==> config.mk <==
export PLATFORM = sky130hd
export DESIGN_NAME = seqDispatch
export DESIGN_NICKNAME = d
export VERILOG_FILES = /design/src/rtl/seqPkg.sv /design/src/rtl/seqCtrl.sv /design/src/rtl/seqDatapath.sv /design/src/rtl/seqDispatch.sv
export SDC_FILE = /design/constraint.sdc
export NUM_CORES = 1
export LEC_CHECK = 0
export CAP_MARGIN = 40
export CORE_ASPECT_RATIO = 0.75
export CORE_MARGIN = 10
export CORE_UTILIZATION = 40
export DETAILED_ROUTE_END_ITERATION = 10
export DONT_BUFFER_PORTS = 1
export SYNTH_ARGS = -nofsm -noshare
export SYNTH_HDL_FRONTEND = slang
export SYNTH_SLANG_ARGS = --single-unit
==> constraint.sdc <==
create_clock -name clk -period 4.1 [get_ports clk]
set_input_delay 0.82 -clock clk [delete_from_list [all_inputs] [get_ports clk]]
set_output_delay 0.82 -clock clk [all_outputs]
set_load 0.1 [all_outputs]
==> src/rtl/seqPkg.sv <==
package seqPkg;
  typedef enum logic [2:0] {
    ST_IDLE, ST_RDDATA, ST_RDPTR, ST_RDSTEP, ST_ISSUE, ST_WAIT
  } stateT;

  typedef enum logic [1:0] {ADDR_DATA, ADDR_TABLE, ADDR_STEP} addrSelT;

  typedef struct packed {
    logic    loadSel;
    logic    loadPtr;
    logic    loadStep;
    logic    clrIdx;
    logic    incIdx;
    logic    setSusp;
    logic    clrSusp;
    addrSelT addrSel;
  } dpStrobeT;
endpackage

==> src/rtl/seqCtrl.sv <==
module seqCtrl
  import seqPkg::*;
(
  input  logic     clk,
  input  logic     rstN,
  input  logic     trigIn,
  input  logic     memRdValid,
  input  logic     xferDone,
  input  logic     endFlag,
  input  logic     splitFlag,
  input  logic     suspended,
  output dpStrobeT strobe,
  output logic     memReq,
  output logic     xferStart,
  output logic     seqDone,
  output logic     busy
);
  stateT state, stateNext;
  logic  doneNext;

  always_comb begin
    stateNext = state;
    doneNext  = 1'b0;
    strobe    = '0;
    strobe.addrSel = ADDR_STEP;
    case (state)
      ST_IDLE: if (trigIn) begin
        if (suspended) begin
          strobe.clrSusp = 1'b1;
          stateNext = ST_RDSTEP;
        end else begin
          strobe.clrIdx = 1'b1;
          stateNext = ST_RDDATA;
        end
      end
      ST_RDDATA: begin
        strobe.addrSel = ADDR_DATA;
        if (memRdValid) begin
          strobe.loadSel = 1'b1;
          stateNext = ST_RDPTR;
        end
      end
      ST_RDPTR: begin
        strobe.addrSel = ADDR_TABLE;
        if (memRdValid) begin
          strobe.loadPtr = 1'b1;
          stateNext = ST_RDSTEP;
        end
      end
      ST_RDSTEP: if (memRdValid) begin
        strobe.loadStep = 1'b1;
        stateNext = ST_ISSUE;
      end
      ST_ISSUE: stateNext = ST_WAIT;
      ST_WAIT: if (xferDone) begin
        if (endFlag) begin
          strobe.clrIdx  = 1'b1;
          strobe.clrSusp = 1'b1;
          doneNext  = 1'b1;
          stateNext = ST_IDLE;
        end else if (splitFlag) begin
          strobe.incIdx  = 1'b1;
          strobe.setSusp = 1'b1;
          stateNext = ST_IDLE;
        end else begin
          strobe.incIdx = 1'b1;
          stateNext = ST_RDSTEP;
        end
      end
      default: stateNext = ST_IDLE;
    endcase
  end

  always_ff @(posedge clk) begin
    if (!rstN) begin
      state   <= ST_IDLE;
      seqDone <= 1'b0;
    end else begin
      state   <= stateNext;
      seqDone <= doneNext;
    end
  end

  assign memReq    = (state == ST_RDDATA) || (state == ST_RDPTR) || (state == ST_RDSTEP);
  assign xferStart = (state == ST_ISSUE);
  assign busy      = (state != ST_IDLE);
endmodule

==> src/rtl/seqDatapath.sv <==
module seqDatapath
  import seqPkg::*;
#(
  parameter int ADDR_W = 32,
  parameter int IDX_W  = 8,
  parameter int SEL_W  = 8
) (
  input  logic              clk,
  input  logic              rstN,
  input  dpStrobeT          strobe,
  input  logic [ADDR_W-1:0] cfgDataAddr,
  input  logic [ADDR_W-1:0] cfgTableBase,
  input  logic [ADDR_W-1:0] memRdData,
  output logic [ADDR_W-1:0] memAddr,
  output logic [ADDR_W-1:0] xferDesc,
  output logic              endFlag,
  output logic              splitFlag,
  output logic              suspended
);
  localparam int DESC_W = ADDR_W - 2;

  logic [SEL_W-1:0]  selVal;
  logic [ADDR_W-1:0] seqPtr;
  logic [ADDR_W-1:0] stepWord;
  logic [IDX_W-1:0]  stepIdx;
  logic [ADDR_W-1:0] tableAddr, stepAddr;

  always_ff @(posedge clk) begin
    if (!rstN) begin
      selVal    <= '0;
      seqPtr    <= '0;
      stepWord  <= '0;
      stepIdx   <= '0;
      suspended <= 1'b0;
    end else begin
      if (strobe.loadSel)  selVal   <= memRdData[SEL_W-1:0];
      if (strobe.loadPtr)  seqPtr   <= memRdData;
      if (strobe.loadStep) stepWord <= memRdData;
      if (strobe.clrIdx)       stepIdx <= '0;
      else if (strobe.incIdx)  stepIdx <= stepIdx + 1'b1;
      if (strobe.setSusp)      suspended <= 1'b1;
      else if (strobe.clrSusp) suspended <= 1'b0;
    end
  end

  assign tableAddr = cfgTableBase + {{(ADDR_W-SEL_W-2){1'b0}}, selVal, 2'b00};
  assign stepAddr  = seqPtr + {{(ADDR_W-IDX_W-2){1'b0}}, stepIdx, 2'b00};

  always_comb begin
    case (strobe.addrSel)
      ADDR_DATA:  memAddr = cfgDataAddr;
      ADDR_TABLE: memAddr = tableAddr;
      default:    memAddr = stepAddr;
    endcase
  end

  assign xferDesc  = {2'b00, stepWord[DESC_W-1:0]};
  assign endFlag   = stepWord[ADDR_W-1];
  assign splitFlag = stepWord[ADDR_W-2];
endmodule

==> src/rtl/seqDispatch.sv <==
module seqDispatch
  import seqPkg::*;
#(
  parameter int ADDR_W = 32,
  parameter int IDX_W  = 8,
  parameter int SEL_W  = 8
) (
  input  logic              clk,
  input  logic              rstN,
  input  logic              trigIn,
  input  logic [ADDR_W-1:0] cfgDataAddr,
  input  logic [ADDR_W-1:0] cfgTableBase,
  output logic              memReq,
  output logic [ADDR_W-1:0] memAddr,
  input  logic              memRdValid,
  input  logic [ADDR_W-1:0] memRdData,
  output logic              xferStart,
  output logic [ADDR_W-1:0] xferDesc,
  input  logic              xferDone,
  output logic              seqDone,
  output logic              busy
);
  dpStrobeT strobe;
  logic     endFlag, splitFlag, suspended;

  seqCtrl uCtrl (
    .clk(clk), .rstN(rstN), .trigIn(trigIn), .memRdValid(memRdValid),
    .xferDone(xferDone), .endFlag(endFlag), .splitFlag(splitFlag),
    .suspended(suspended), .strobe(strobe), .memReq(memReq),
    .xferStart(xferStart), .seqDone(seqDone), .busy(busy)
  );

  seqDatapath #(.ADDR_W(ADDR_W), .IDX_W(IDX_W), .SEL_W(SEL_W)) uDp (
    .clk(clk), .rstN(rstN), .strobe(strobe), .cfgDataAddr(cfgDataAddr),
    .cfgTableBase(cfgTableBase), .memRdData(memRdData), .memAddr(memAddr),
    .xferDesc(xferDesc), .endFlag(endFlag), .splitFlag(splitFlag),
    .suspended(suspended)
  );
endmodule

==> out/results.txt <==
Status = completed
Total grt overflow = 0
Hold Violations, Final = 0
Std cell rows = 36
Multi-input logic area = 3586 um^2
Final worst slack = 0.2244 ns
Startpoint types = flop
CTS tree = built
Multiplexer area fraction after synthesis = 0.003741
WHS = 0.4591 ns
Root buf cell = clkbuf_16
Clock-pin slew on the worst setup and hold paths = 0.06 ns
Crit path max fanout = 11
Mapped Avg Cell Area = 7.361 um^2
Vias = 5514
Post-Syn Instances = 727
Synth Area in Adders = 0.04723
# setup viols final = 0
Max Slew Vio Count = 0
Clk_lat worst skew = 0.33 ns
Share of the yosys chip area belonging to registers = 0.3180
Largest net degree at the start of global routing = 45
Number of library cell types mapped by synthesis = 68
Fin crit period = 3.876 ns
Final Core Density = 0.5289
Number of global-route vias before repair = 5320
Post-CTS setup buffer count = 0
R2R setup slack = 1.86 ns
Die Width = 153.6 um
Leakage = 2.506 nW
Effective utilization at floorplan = 0.4097
Mapped cell area = 5351 um^2
Number of flops mapped to enable cells by yosys = 0
Crit Reg-Reg Startpoint = uCtrl.state[1]
Vias per inst = 5.798
Final WL = 19420 um
#FFs+latches synth = 85
Full die area = 18450 um^2
Setup Skew = 0.005164 ns
FILL cells = 1256
Final period utilization = 0.9453
First-pass GRT wire length = 30500 um
Largest family of logic cells by synthesized area = simple AND/OR/NAND/NOR gates
Peak VDD IR = 472.0 uV
CP startpoint = uDp.stepIdx[1]
Routability cong. = 0.8998
Post_cts resized = 0
TritonCTS Buffers = 9
Pwr per Cell Area = 543.9 nW/um^2
DRC = 0
Sequential cell area = 1702 um^2
Fin Setup TNS = 0 ns
Clk buf depth = 2
Fmax = 258.0 MHz
Hold Path Class = flop to flop
IO Count = 169
XOR/XNOR Fraction of Synth Area = 0.08347
Ratio of cells with drive above 1 in the final layout = 0.1756
HPWL Detailed = 15560 um
Crit end category = output pin
Number of nets in the layout = 896
Ys async rst share = 0
Antenna cell count = 0
Overall Global Routing Usage = 0.2022
Core area = 13060 um^2
Crit path to = memAddr[19]
WL/cell = 20.42 um
Worst slew margin = 0.4138
Worst slack, placed = 0.3426 ns
RSZ-0062 raised after global routing = false
Worst reg2reg path depth = 6
DRT iter0 DRCs = 434
Critical path class = flop to output pin
Crit path required time = 3.28 ns
Initial antenna violation count = 0
H-tree depth = 3
Drt first pass iters = 5
Number of clock sinks = 85
Worst r2r dst = uDp.seqPtr[13]
Hold Buf Count CTS = 0
Synth Area in Simple Gates = 0.2637
Worst slew pin tran = 0.8726 ns
Post-synthesis compound-gate area fraction = 0.2434
# Max-Cap Violations = 0
Ys flop type = dfxtp_1
I/O Buffers = 0
Worst path arrival time = 3.06 ns
Chip height = 120.2 um
Area Overhead vs Synth = 29.11%
Post-DRT Antenna Nets = 0
Yosys warns = 0
[layout make-up]
| type | count | share of cell area |
|---|---|---|
| multi-input combinational | 592 | 0.5190 |
| clock inverter | 4 | 0.006882 |
| inverter | 13 | 0.007063 |
| tap | 171 | 0.03097 |
| sequential | 85 | 0.2463 |
| clock buffer | 11 | 0.03658 |
| timing repair buffer | 75 | 0.1532 |
[routing by layer]
layer,up-vias,global-route usage,part of all wire,wire [um]
li1,2673,-,-,-
met1,2582,0.2835,0.46,8944
met3,5,0.07545,0.12,2319
met5,-,0,0,0
met4,0,0.03357,0.0041,79
met2,254,0.2918,0.42,8080
[logic make-up after synthesis]
family                     Yosys count
and+or+nand+nor                    310
buffers and inverters               51
muxes                                2
adders and majority gates           19
xor gates and xnor gates            51
AOI/OAI and AO/OA                  208
other                                1
DFF                                 85
[worst min path at each step]
stage	from	end	slack [ns]	depth (start not counted)
2_1_floorplan	uDp.seqPtr[0]	uDp.seqPtr[0]	0.44	2
3_3_place_gp	uDp.seqPtr[1]	uDp.seqPtr[1]	0.44	2
3_5_place_dp	uDp.seqPtr[2]	uDp.seqPtr[2]	0.45	2
4_1_cts	uDp.seqPtr[2]	uDp.seqPtr[2]	0.46	2
5_1_grt	uDp.seqPtr[1]	uDp.seqPtr[1]	0.49	2
6_report	uDp.seqPtr[2]	uDp.seqPtr[2]	0.46	2
[sequential cells by signal, indices dropped and copies added, names as in the netlist]
signal / count
uCtrl.state: 3
uCtrl.seqDone: 1
uDp.suspended: 1
uDp.stepWord: 32
uDp.selVal: 8
uDp.seqPtr: 32
uDp.stepIdx: 8
[layout by cell type (no fill, tap or decap), types with 6 or more instances in the layout]
master       n
nand2_1    183
a21oi_1     93
dfxtp_1     85
nor2_1      38
xnor2_1     31
buf_4       31
buf_8       29
xor2_1      20
o21ai_0     20
ha_1        16
o21ai_2     15
nand3_1     14
nor3_1      13
buf_16      12
inv_1       11
nand4_1     11
a22oi_1     10
nand2b_1     9
clkbuf_16    9
o211ai_1     8
o22a_1       6
nor4_1       6
a221o_1      6
[worst max-delay path, cell delays in order (launching register included)]
cell	delay [ns]
dfxtp_1	0.43
ha_1	0.28
a211o_1	0.36
a21oi_2	0.24
a2bb2oi_2	0.44
nor3_1	0.09
a221oi_1	0.52
o21ai_2	0.10
buf_4	0.26
[per-stage QoR]
stage	power [mW]	instance area, um^2	std cells
6_report	3.758	6909	951
5_1_grt	3.913	6909	951
4_1_cts	3.783	6909	951
3_5_place_dp	2.967	6609	936
3_3_place_gp	2.838	5926	898
2_1_floorplan	2.383	5440	728
[power by group]
| group | total, mW | leakage, nW | switching [mW] | internal, mW |
|---|---|---|---|---|
| logic | 2.01 | 1.67 | 1.48 | 0.530 |
| registers | 0.935 | 0.686 | 0.0643 | 0.871 |
| clock network | 0.812 | 0.147 | 0.313 | 0.499 |
[synthesized netlist by cell type, types with 6 or more instances]
cell type  instances  share of area
nand4_1           11          0.013
clkbuf_1          30          0.021
inv_1             12         0.0084
o211ai_1           8          0.011
a22oi_1           10          0.014
a21oi_1           96          0.090
nand2b_1          10          0.012
xnor2_1           31          0.051
o22a_1             6         0.0098
nor3_1            14          0.013
nand2_1          183           0.13
nor4_1             6         0.0070
nor2_1            40          0.028
o21ai_1            6         0.0056
nand3_1           14          0.013
a221o_1            6          0.011
xor2_1            20          0.033
ha_1              17          0.040
o21ai_0           31          0.029
dfxtp_1           85           0.32
(Power assumes the default switching activity.)
